==> src/rtl/decade_pkg.sv <==
package decade_pkg;
  localparam int RING_W = 5;
  localparam int NUM_DIGITS = 2 * RING_W;
  localparam int DIGIT_W = $clog2(NUM_DIGITS);
  localparam int SEG_W = 7;

  typedef struct packed {
    logic clear;
    logic advance;
  } ringCmd_t;
endpackage

==> src/rtl/decade_ctrl.sv <==
module decade_ctrl
  import decade_pkg::*;
(
  input  logic     rst,
  input  logic     clkInhibit,
  output ringCmd_t cmd
);
  always_comb begin
    cmd.clear   = rst;
    cmd.advance = !rst && !clkInhibit;
  end
endmodule

==> src/rtl/decade_ring.sv <==
module decade_ring
  import decade_pkg::*;
(
  input  logic               clk,
  input  ringCmd_t           cmd,
  output logic [DIGIT_W-1:0] digit,
  output logic               isZero,
  output logic               carry
);
  logic [RING_W-1:0] ring;
  logic [RING_W-1:0] ringNext;
  logic              legal;
  logic [DIGIT_W:0]  onesCount;

  // A legal twisted-ring word has at most one boundary between neighbouring bits.
  always_comb begin
    int edges;
    edges = 0;
    for (int i = 0; i < RING_W - 1; i++) begin
      if (ring[i] != ring[i+1]) edges++;
    end
    legal = (edges <= 1);
  end

  always_comb begin
    onesCount = '0;
    for (int i = 0; i < RING_W; i++) begin
      onesCount = onesCount + {{DIGIT_W{1'b0}}, ring[i]};
    end
  end

  always_comb begin
    if (legal) ringNext = {ring[RING_W-2:0], ~ring[RING_W-1]};
    else       ringNext = '0;
  end

  always_ff @(posedge clk) begin
    if (cmd.clear)        ring <= '0;
    else if (cmd.advance) ring <= ringNext;
  end

  localparam logic [DIGIT_W:0] TOP = (DIGIT_W+1)'(NUM_DIGITS);

  always_comb begin
    logic [DIGIT_W:0] value;
    if (ring[RING_W-1]) value = TOP - onesCount;
    else                value = onesCount;
    digit  = value[DIGIT_W-1:0];
    isZero = (ring == '0);
    carry  = ~ring[RING_W-1];
  end
endmodule

==> src/rtl/decade_seg_decode.sv <==
module decade_seg_decode
  import decade_pkg::*;
(
  input  logic [DIGIT_W-1:0] digit,
  input  logic               isZero,
  input  logic               rippleIn,
  input  logic               lampTest,
  output logic [SEG_W-1:0]   seg,
  output logic               rippleOut
);
  logic [SEG_W-1:0] glyph;
  logic             blankNow;

  always_comb begin
    case (digit)
      4'd0:    glyph = 7'h3F;
      4'd1:    glyph = 7'h06;
      4'd2:    glyph = 7'h5B;
      4'd3:    glyph = 7'h4F;
      4'd4:    glyph = 7'h66;
      4'd5:    glyph = 7'h6D;
      4'd6:    glyph = 7'h7D;
      4'd7:    glyph = 7'h07;
      4'd8:    glyph = 7'h7F;
      4'd9:    glyph = 7'h6F;
      default: glyph = '0;
    endcase
  end

  always_comb begin
    blankNow  = isZero && !rippleIn;
    rippleOut = !blankNow;
    if (lampTest)      seg = '1;
    else if (blankNow) seg = '0;
    else               seg = glyph;
  end
endmodule

==> src/rtl/decade_display_counter.sv <==
module decade_display_counter
  import decade_pkg::*;
(
  input  logic             clk,
  input  logic             rst,
  input  logic             clkInhibit,
  input  logic             rippleIn,
  input  logic             lampTest,
  output logic [SEG_W-1:0] seg,
  output logic             rippleOut,
  output logic             carryOut
);
  ringCmd_t           cmd;
  logic [DIGIT_W-1:0] digit;
  logic               isZero;

  decade_ctrl u_ctrl (
    .rst        (rst),
    .clkInhibit (clkInhibit),
    .cmd        (cmd)
  );

  decade_ring u_ring (
    .clk    (clk),
    .cmd    (cmd),
    .digit  (digit),
    .isZero (isZero),
    .carry  (carryOut)
  );

  decade_seg_decode u_dec (
    .digit     (digit),
    .isZero    (isZero),
    .rippleIn  (rippleIn),
    .lampTest  (lampTest),
    .seg       (seg),
    .rippleOut (rippleOut)
  );
endmodule

==> config.mk <==
export PLATFORM = sky130hd
export DESIGN_NAME = decade_display_counter
export DESIGN_NICKNAME = d
export VERILOG_FILES = /design/src/rtl/decade_pkg.sv /design/src/rtl/decade_ctrl.sv /design/src/rtl/decade_ring.sv /design/src/rtl/decade_seg_decode.sv /design/src/rtl/decade_display_counter.sv
export SDC_FILE = /design/constraint.sdc
export NUM_CORES = 1
export LEC_CHECK = 0
export BUFFER_PORTS_ARGS = -buffer_cell sky130_fd_sc_hd__buf_2
export CORE_AREA = 10 10 56 58
export CTS_CLUSTER_SIZE = 30
export DETAILED_ROUTE_END_ITERATION = 12
export DIE_AREA = 0 0 66 68
export GPL_ROUTABILITY_DRIVEN = 0
export PLACE_DENSITY_LB_ADDON = 0.05
export SLEW_MARGIN = 25
export SYNTH_ARGS = -nofsm -noshare
export SYNTH_HDL_FRONTEND = slang
export SYNTH_SLANG_ARGS = --single-unit
==> constraint.sdc <==
create_clock -name clk -period 4.61 [get_ports clk]
set_clock_uncertainty 0.1 [all_clocks]
set_input_delay 0.461 -clock clk [delete_from_list [all_inputs] [get_ports clk]]
set_output_delay 0.461 -clock clk [all_outputs]
set_load 0.01 [all_outputs]
# Word level (Yosys, flattened, before mapping)
# Memory sizes are Yosys's and may differ from the RTL's.
# Cells that the tools add are included.
[word_totals]
regBits = 5
rom_bits = 112
input_bits = 5
out_inout_bits = 9
word_cells = 31
memories = 1
[classes]
n_addsub = 8
n_lt_le_gt_ge = 1
eq_ne = 4
mux = 8
n_bitwise = 1
reduce_logical = 7
[memory_table]
columns = ["memory", "depth", "word_bits", "read_ports", "rd_ports_with_merged_regs", "wr", "line", "source"]
rows = [
  ["(no name shown)", 16, 7, 1, 0, 0, "decade_seg_decode.sv:15", "case (digit)"],
]
[ops]
columns = ["op", "n"]
rows = [
  ["$mux W32", 3],
  ["$add A32 B2 Y32 const B", 2],
  ["$le A32 B2 Y1 const B", 1],
  ["$mux W7", 2],
  ["$add A4 B1 Y4", 3],
  ["$logic_not A5 Y1", 1],
  ["$mux W5", 1],
  ["$logic_not A1 Y1", 4],
  ["$mux W4", 1],
  ["$ne A1 B1 Y1", 4],
  ["$sub A4 B4 Y4 const A", 1],
  ["$add A1 B1 Y2", 1],
  ["$add A1 B1 Y2 const B", 1],
  ["$logic_and A1 B1 Y1", 2],
  ["$mux W1", 1],
  ["$not A1 Y1", 1],
]

# Longest topological paths before layout
# Gate-level depths: netlist of the first run.
[logic_depth]
depth_word = 10
mapped_depth = 13
mapped_depth_nobuf = 12

# Hierarchy
# A second synthesis of the first run with hierarchy kept.
[hier_totals]
hier_cells = 90
area_unflattened_um2 = 725.7
[by_module_without_submodules]
columns = ["module", "instances", "cells_per_inst", "area_each_um2", "seq_area_each_um2"]
rows = [
  ["decade_ring", 1, 58, 494.2, 100.1],
  ["decade_seg_decode", 1, 30, 220.2, 0.0],
  ["decade_ctrl", 1, 2, 11.3, 0.0],
]

# Worst setup path before layout of the first run
# No wires, ideal clock.
[synth_timing]
path_type = "reg-to-output"
startpoint = "register u_ring.ring[0]"
endpoint = "output port seg[5]"
t_arrival_ps = 3376
required_ps = 4049
path_slack_ps = 673
stages_incl_launch_ff = 13
path_buffers = 1
cell_sequence = "dfxtp_1 -> buf_2 -> inv_1 -> ha_1 -> fa_1 -> ha_1 -> fa_1 -> ha_1 -> mux2i_1 -> ha_1 -> o32ai_1 -> a221o_1 -> a21o_1"
[synth_between]
elab_chain_len = 9
word_cells_on_any_way = 11
classes_between = "add/sub: 5; mux: 3; reduce/logical: 2; memory: 1"
[synth_lines]
columns = ["element", "line", "source"]
rows = [
  ["start: declaration", "decade_ring.sv:10", "logic [RING_W-1:0] ring;"],
  ["start signal: assignment", "decade_ring.sv:39", "else if (cmd.advance) ring <= ringNext;"],
  ["$add A1 B1 Y2", "decade_ring.sv:28", "onesCount = onesCount + {{DIGIT_W{1'b0}}, ring[i]};"],
  ["$add A4 B1 Y4 (3 in a row)", "decade_ring.sv:28", ""],
  ["$sub A4 B4 Y4", "decade_ring.sv:46", "if (ring[RING_W-1]) value = TOP - onesCount;"],
  ["$mux W4", "decade_ring.sv:46", ""],
  ["$mem_v2 Z16 W7", "-", ""],
  ["$mux W7 (*)", "decade_seg_decode.sv:34", "else if (blankNow) seg = '0;"],
  ["$mux W7 (*)", "decade_seg_decode.sv:33", "if (lampTest) seg = '1;"],
  ["end: declaration", "decade_display_counter.sv:9", "output logic [SEG_W-1:0] seg,"],
]
# Mark *: on every way between the ends. The rest lies on a longest branch, timed or not.

# Worst setup path after layout of the first run
# Ends and elaborated chain as after synthesis.

==> results of run 1 <==
-- worst min-delay path by stage --
stage,slack [ns],from,to,cells after the start
final,0.46,clkInhibit,u_ring.ring[2],4
after CTS,0.46,clkInhibit,u_ring.ring[3],4
after detailed placement,0.51,u_ring.ring[0],u_ring.ring[1],3
after floorplan,0.41,u_ring.ring[1],u_ring.ring[2],2
after global routing,0.47,rst,u_ring.ring[2],4
after global placement,0.50,u_ring.ring[0],u_ring.ring[1],3
-- synth_stat cells (2+ instances only) --
cell	instances	area [um2]
sky130_fd_sc_hd__a22oi_1	5	37.54
sky130_fd_sc_hd__a21oi_1	5	25.02
sky130_fd_sc_hd__inv_2	4	15.01
sky130_fd_sc_hd__mux2i_1	2	20.02
sky130_fd_sc_hd__xnor2_1	3	26.28
sky130_fd_sc_hd__buf_2	3	15.01
sky130_fd_sc_hd__nand2b_1	2	12.51
sky130_fd_sc_hd__a211o_1	2	17.52
sky130_fd_sc_hd__o21ai_1	6	30.03
sky130_fd_sc_hd__nor2b_1	2	12.51
sky130_fd_sc_hd__o21ai_0	2	10.01
sky130_fd_sc_hd__ha_1	9	112.6
sky130_fd_sc_hd__dfxtp_1	5	100.1
sky130_fd_sc_hd__xor2_1	3	26.28
sky130_fd_sc_hd__o221ai_1	2	17.52
sky130_fd_sc_hd__inv_1	8	30.03
sky130_fd_sc_hd__a21o_1	2	15.01
sky130_fd_sc_hd__nand2_1	9	33.78
sky130_fd_sc_hd__nor3b_1	2	15.01
sky130_fd_sc_hd__buf_4	2	15.01
sky130_fd_sc_hd__fa_1	2	40.04
-- through the flow --
step	std cells	utilization	hold WS, ns
4_1_cts	150	0.4795	0.4560
3_3_place_gp	146	0.4670	0.4991
5_1_grt	150	0.4795	0.4715
3_5_place_dp	146	0.4670	0.5050
2_1_floorplan	109	-	0.4118
6_report	150	0.4795	0.4620
-- metal layers --
metal	part of all wire	wire length, um	GRT usage
met1	0.44	970	0.1152
met2	0.53	1180	0.1920
met3	0.017	37	0.02773
met4	0.0077	17	0.04450
met5	0	0	0
-- placed cells by master (no fill, tap or decap), types with 2 or more instances in the layout --
| cell | instances |
|---|---|
| sky130_fd_sc_hd__xnor2_1 | 3 |
| sky130_fd_sc_hd__buf_4 | 3 |
| sky130_fd_sc_hd__nand2_1 | 9 |
| sky130_fd_sc_hd__nand2b_1 | 2 |
| sky130_fd_sc_hd__o21ai_0 | 2 |
| sky130_fd_sc_hd__mux2i_1 | 2 |
| sky130_fd_sc_hd__o221ai_1 | 2 |
| sky130_fd_sc_hd__a22oi_1 | 5 |
| sky130_fd_sc_hd__clkbuf_4 | 3 |
| sky130_fd_sc_hd__nor3b_1 | 2 |
| sky130_fd_sc_hd__o21ai_1 | 6 |
| sky130_fd_sc_hd__a211o_1 | 2 |
| sky130_fd_sc_hd__inv_1 | 8 |
| sky130_fd_sc_hd__nor2b_1 | 2 |
| sky130_fd_sc_hd__a21oi_1 | 5 |
| sky130_fd_sc_hd__dfxtp_1 | 5 |
| sky130_fd_sc_hd__ha_1 | 9 |
| sky130_fd_sc_hd__a21o_1 | 2 |
| sky130_fd_sc_hd__fa_1 | 2 |
| sky130_fd_sc_hd__inv_2 | 4 |
| sky130_fd_sc_hd__buf_2 | 13 |
| sky130_fd_sc_hd__xor2_1 | 3 |
-- cells by family after synthesis --
logic type,count (synthesis),share of synthesized area
muxes,2,0.02210
adders and majority gates,12,0.1796
and+or+nand+nor,27,0.1934
AOI/OAI and AO/OA,36,0.3011
buffers and inverters,19,0.09943
xor gates and xnor gates,8,0.09394
DFF,5,0.1105
-- area by class of cell --
type,count,area [um2]
fill,225,1096
clock buffer,4,26.28
multi-input combinational,85,715.7
sequential,5,100.1
tap,28,35.03
timing repair buffer,16,87.58
inverter,12,45.04
-- where the power goes --
part / internal [W] / switching, W
registers: 0.0000454 / 0.00000185
clock network: 0.0000327 / 0.0000174
logic: 0.0000435 / 0.0000604
total: 0.000122 / 0.0000796
-- worst min-delay path, stage by stage --
cell and delay, ns:
sky130_fd_sc_hd__buf_2 0.12, sky130_fd_sc_hd__nor4b_4 0.07, sky130_fd_sc_hd__nand2_1 0.06, sky130_fd_sc_hd__o21ai_1 0.05
==> run_results.csv, run 1 <==
group,metric,value,unit
global_route,grt_overflow_total,0,
timing,period_share,0.9368,
worst_setup_path,critical_path.startpoint,"u_ring.ring[0]",
finish,largest-register,"u_ring.ring",
clocking,cts.reportedPaths.clkPinSlew,0.04,ns
worst_setup_path,crit_path_max_fanout,7,
pwr,static_leakage,0.4561,nW
placement,placement.io_buffers,13,
clocking,hold_buffer_count_at_cts,0,
synth,synth.yosys.seq_area_share,0.1105,
synth,async_flop_share,0,
drt,remaining_drc_errors,0,
timing,clock.fmax,231.6,MHz
timing,timing_hold_violations_final,0,
worst_setup_path,setup.worst_path.end_class,"output pin",
timing,layout_min_cycle_time,4.319,ns
floorplanning,io_pins,14,
worst_setup_path,r2r_setup_slack,2.03,ns
synth,unique_cell_type_count_in_the_yosys_netlist,50,
finish,finish.net_count,139,
worst_setup_path,cp_data_arrival_time,3.76,ns
synth,ys_ff_latch,5,
finish,final_layout_size_suffix_gt1_frac,0.2541,
worst_setup_path,regToRegEndpoint,"u_ring.ring[0]",
drt,routed_wirelength,2206,um
worst_setup_path,crit_family,"adder cells",
drt,routed_wire_length_per_instance,14.71,um
drt,drtAntennaViolNets,0,
clocking,cts_tree,"built",
timing,slew_headroom,0.6333,
worst_setup_path,critical-path-max-stage-delay,0.62,ns
drt,detail_route.iter0.violations,32,
global_route,via_count_of_the_first_global_routing_pass,822,
clocking,htree_levels,1,
worst_setup_path,timing_worst_setup_path_type,"flip-flop to output pin",
synth,synth_warnings,0,
clocking,clock_tree.root_cell,"sky130_fd_sc_hd__clkbuf_4",
placement,dp_hpwl,1715,um
clocking,ctsResizeCount,0,
floorplanning,chipWidth,66,um
run,max_cap_violations,0,
finish,areaGrowthSynthToFinish,11.46,%
hold_path,timing.hold.worst.class,"primary input to flip-flop",
synth,synth_fp_nets,125,
synth,synth_area,905.9,um2
worst_setup_path,cp_cell_sequence,"inv_1 -> ha_1 -> fa_1 -> ha_1 -> fa_1 -> ha_1 -> mux2i_1 -> ha_1 -> o32ai_1 -> a221o_1 -> a21o_1 -> buf_2",
clocking,clock_path_buffers,2,
finish,largest_register_ff_count,5,
worst_setup_path,reg2regPathDepth,7,
pwr,totalPowerFinal,0.0002013,W
finish,reg.largest.list,"u_ring.ring: 5 flops",
drt,detailroute.via_count,828,
floorplanning,initial_utilization,0.4302,
finish,num_antenna_cells,0,
worst_setup_path,worst_setup_path_endpoint,"seg[5]",
pwr,ir_worst_vdd,0.1456,mV
finish,final_area,1010,um2
timing,timing_max_transition_violations_final,0,
floorplanning,floorplan.die_area,4488,um2
global_route,track_usage,0.1061,
status,run_status,"completed",
floorplanning,core_area,2106,um2
timing,rsz0062_at_grt,"no",
synth,most_instantiated_flip_flop_cell_in_the_synthesis_netlist,"sky130_fd_sc_hd__dfxtp_1",
clocking,cts_setup_buffers,0,
global_route,number_of_antenna_violations_at_the_first_check_in_global_routing,0,
worst_setup_path,cp.buffers_inverters,2,
synth,synth_enable_flop_cells,0,
clocking,clock_sinks,5,
timing,post-route-worst-setup-slack,0.2914,ns
synth,post_synthesis_cells,109,
global_route,largest_net_degree_at_the_start_of_global_routing,14,
synth,synth_area_per_cell,8.311,um2
worst_setup_path,cell_with_the_largest_stage_delay_on_the_worst_path,"sky130_fd_sc_hd__fa_1",
worst_setup_path,crit_path_frequent_cell,"sky130_fd_sc_hd__ha_1",
clocking,clock_insertion_delay_worst_skew,0.24,ns
floorplanning,fp-row-count,17,
worst_setup_path,required,4.05,ns
drt,drtPass1Iterations,4,
timing,worst_slew_pin_slew,0.5484,ns
global_route,grt_first_pass_wirelength,3801,um
clocking,cts_inserted_buffers,3,
worst_setup_path,startpoint_type,"flip-flop",
worst_setup_path,worst-path-stages,12,
pwr,power_density_over_the_cells,199.4,nW/um2
floorplanning,die_h,68,um
placement,dpl_cell_area,983.4,um2
drt,vias_per_cell,5.520,
worst_setup_path,regToRegStartpoint,"u_ring.ring[2]",
timing,final_total_negative_setup_slack,0,ns
timing,final_setup_violation_count,0,
placement,detailedPlace.worstSlack,0.5451,ns
(Power assumes the default switching activity.)
==> run 2: changes to the inputs <==
- CELL_PAD_IN_SITES_DETAIL_PLACEMENT: not set -> 2
- CELL_PAD_IN_SITES_GLOBAL_PLACEMENT: not set -> 2
- CORE_AREA: 10 10 56 58 -> 10 10 64 66
- DIE_AREA: 0 0 66 68 -> 0 0 74 76
==> run_results.csv, run 2 (synthesized netlist as in run 1, its figures left out) <==
group,metric,value,unit
status,run_status,"completed",
worst_setup_path,crit_path_max_fanout,8,
global_route,number_of_antenna_violations_at_the_first_check_in_global_routing,0,
floorplanning,floorplan.die_area,5624,um2
clocking,htree_levels,1,
placement,dp_hpwl,2097,um
drt,detailroute.via_count,852,
floorplanning,fp-row-count,20,
pwr,pwr-share-comb,0.511,
pwr,internal-power,0.0001216,W
finish,largest-register,"u_ring.ring",
global_route,via_count_of_the_first_global_routing_pass,918,
placement,placed_cells,151,
global_route,largest_net_degree_at_the_start_of_global_routing,14,
timing,post-route-worst-setup-slack,0.2632,ns
global_route,grt_overflow_total,0,
worst_setup_path,critical_path.startpoint,"u_ring.ring[0]",
drt,drtPass1Iterations,4,
clocking,clock_insertion_delay_worst_skew,0.24,ns
worst_setup_path,required,4.05,ns
drt,vias_per_cell,5.497,
worst_setup_path,startpoint_type,"flip-flop",
worst_setup_path,reg2regPathDepth,7,
finish,mostFrequentLayoutCell,"sky130_fd_sc_hd__buf_2",
timing,rsz0062_at_grt,"no",
drt,routed_wirelength,2712,um
drt,drtAntennaViolNets,0,
pwr,power.switching,0.00008420,W
worst_setup_path,timing_worst_setup_path_type,"flip-flop to output pin",
run,max_cap_violations,0,
worst_setup_path,regToRegEndpoint,"u_ring.ring[0]",
clocking,cts_setup_buffers,0,
drt,detail_route.iter0.violations,39,
hold_path,timing.hold.worst.class,"flip-flop to flip-flop",
timing,worst_slew_pin_slew,0.6119,ns
drt,routed_wire_length_per_instance,17.50,um
worst_setup_path,worst_setup_path_endpoint,"seg[5]",
timing,period_share,0.9429,
floorplanning,core_area,2928,um2
placement,placement.io_buffers,13,
pwr,share_clk_of_total_power,0.250,
pwr,ir_worst_vdd,0.1383,mV
clocking,clock_sinks,5,
finish,finish.net_count,139,
floorplanning,initial_utilization,0.3094,
finish,layout_common_cells,"sky130_fd_sc_hd__buf_2 (13), sky130_fd_sc_hd__nand2_1 (9), sky130_fd_sc_hd__ha_1 (9), sky130_fd_sc_hd__inv_1 (8), sky130_fd_sc_hd__o21ai_1 (6)",
finish,largest_register_ff_count,5,
timing,layout_min_cycle_time,4.347,ns
pwr,power_density_over_the_cells,201.5,nW/um2
worst_setup_path,regToRegStartpoint,"u_ring.ring[2]",
pwr,switching_share,0.4092,
pwr,p_seq_frac,0.239,
floorplanning,io_pins,14,
clocking,clock_path_buffers,2,
timing,timing_max_transition_violations_final,0,
floorplanning,chipWidth,74,um
clocking,cts.reportedPaths.clkPinSlew,0.04,ns
worst_setup_path,r2r_setup_slack,2.01,ns
timing,final_total_negative_setup_slack,0,ns
clocking,cts_tree,"built",
finish,final_layout_size_suffix_gt1_frac,0.2705,
clocking,cts_inserted_buffers,3,
timing,clock.fmax,230.1,MHz
timing,timing_hold_violations_final,0,
worst_setup_path,setup.worst_path.end_class,"output pin",
timing,final_setup_violation_count,0,
global_route,grt_first_pass_wirelength,4719,um
global_route,track_usage,0.1009,
clocking,clock_tree.root_cell,"sky130_fd_sc_hd__clkbuf_4",
timing,slew_headroom,0.5908,
worst_setup_path,cp_data_arrival_time,3.79,ns
floorplanning,die_h,76,um
finish,reg.largest.list,"u_ring.ring: 5 flops",
drt,remaining_drc_errors,0,
pwr,static_leakage,0.4511,nW
finish,areaGrowthSynthToFinish,12.71,%
finish,final_cell_count_no_fill,155,
placement,detailedPlace.worstSlack,0.3814,ns
finish,num_antenna_cells,0,
==> run 2: cell count changes in the layout (fill, tap and decap cells not counted) <==
cell,change
sky130_fd_sc_hd__dfxtp_1,-1
sky130_fd_sc_hd__mux2i_1,-1
sky130_fd_sc_hd__mux2i_2,+1
sky130_fd_sc_hd__dfxtp_2,+1
==> run 2: cell type report <==
class / count / area (um2)
Fill cell: 354 / 1907
Multi-Input combinational cell: 85 / 719.4
Sequential cell: 5 / 101.3
Timing Repair Buffer: 16 / 87.58
Inverter: 12 / 45.04
Tap cell: 33 / 41.29
Clock buffer: 4 / 26.28
==> run 2: routing by layer <==
layer	vias to the layer above	wire, um	part of all wire	GRT usage
met2	14	1154	0.43	0.1374
li1	419	-	-	-
met3	2	86	0.032	0.01823
met1	417	1445	0.53	0.1506
met4	0	26	0.0096	0.03358
met5	-	0	0	0
==> run 2: worst min-delay path by stage <==
stage                         startpoint              to  slack [ns]  cells after the start
after floorplan           u_ring.ring[1]  u_ring.ring[2]        0.41                      2
after global placement    u_ring.ring[0]  u_ring.ring[1]        0.45                      2
after detailed placement  u_ring.ring[0]  u_ring.ring[1]        0.47                      2
after CTS                     clkInhibit  u_ring.ring[1]        0.46                      4
after global routing      u_ring.ring[0]  u_ring.ring[1]        0.46                      2
final                     u_ring.ring[0]  u_ring.ring[1]        0.42                      2
==> run 2: timing repair <==
| item | 4_1_cts | 5_1_grt |
|---|---|---|
| endpoints found under the setup margin | 0 | 1 |
| hold buffers | 0 | 0 |
| resized for setup | 0 | 2 |
==> run 2: power by group through the flow <==
stage	Combinational, W	Clock (W)	Sequential, W
after global routing	0.000118	0.0000588	0.0000496
after floorplan	0.0000762	0	0.0000479
after detailed placement	0.000105	0	0.0000498
final	0.000105	0.0000514	0.0000492
after global placement	0.000104	0	0.0000495
after CTS	0.000106	0.0000547	0.0000489
==> run 2: through the flow <==
step | hold WS, ns | cell area (um2) | util | total power (W)
3_3_place_gp | 0.4512 | 989.7 | 0.3380 | 0.0001536
4_1_cts | 0.4577 | 1016 | 0.3470 | 0.0002097
3_5_place_dp | 0.4681 | 989.7 | 0.3380 | 0.0001552
6_report | 0.4224 | 1021 | 0.3487 | 0.0002058
2_1_floorplan | 0.4118 | 905.9 | - | 0.0001241
5_1_grt | 0.4612 | 1021 | 0.3487 | 0.0002260
==> run 2: critical path, cell delays in order (launching register included) <==
cell and delay (ns):
sky130_fd_sc_hd__dfxtp_2 0.40, sky130_fd_sc_hd__inv_1 0.06, sky130_fd_sc_hd__ha_1 0.36, sky130_fd_sc_hd__fa_1 0.45
sky130_fd_sc_hd__ha_1 0.20, sky130_fd_sc_hd__fa_1 0.46, sky130_fd_sc_hd__ha_1 0.38, sky130_fd_sc_hd__mux2i_2 0.26
sky130_fd_sc_hd__ha_1 0.27, sky130_fd_sc_hd__o32ai_1 0.11, sky130_fd_sc_hd__a221o_1 0.30, sky130_fd_sc_hd__a21o_1 0.15
sky130_fd_sc_hd__buf_2 0.13
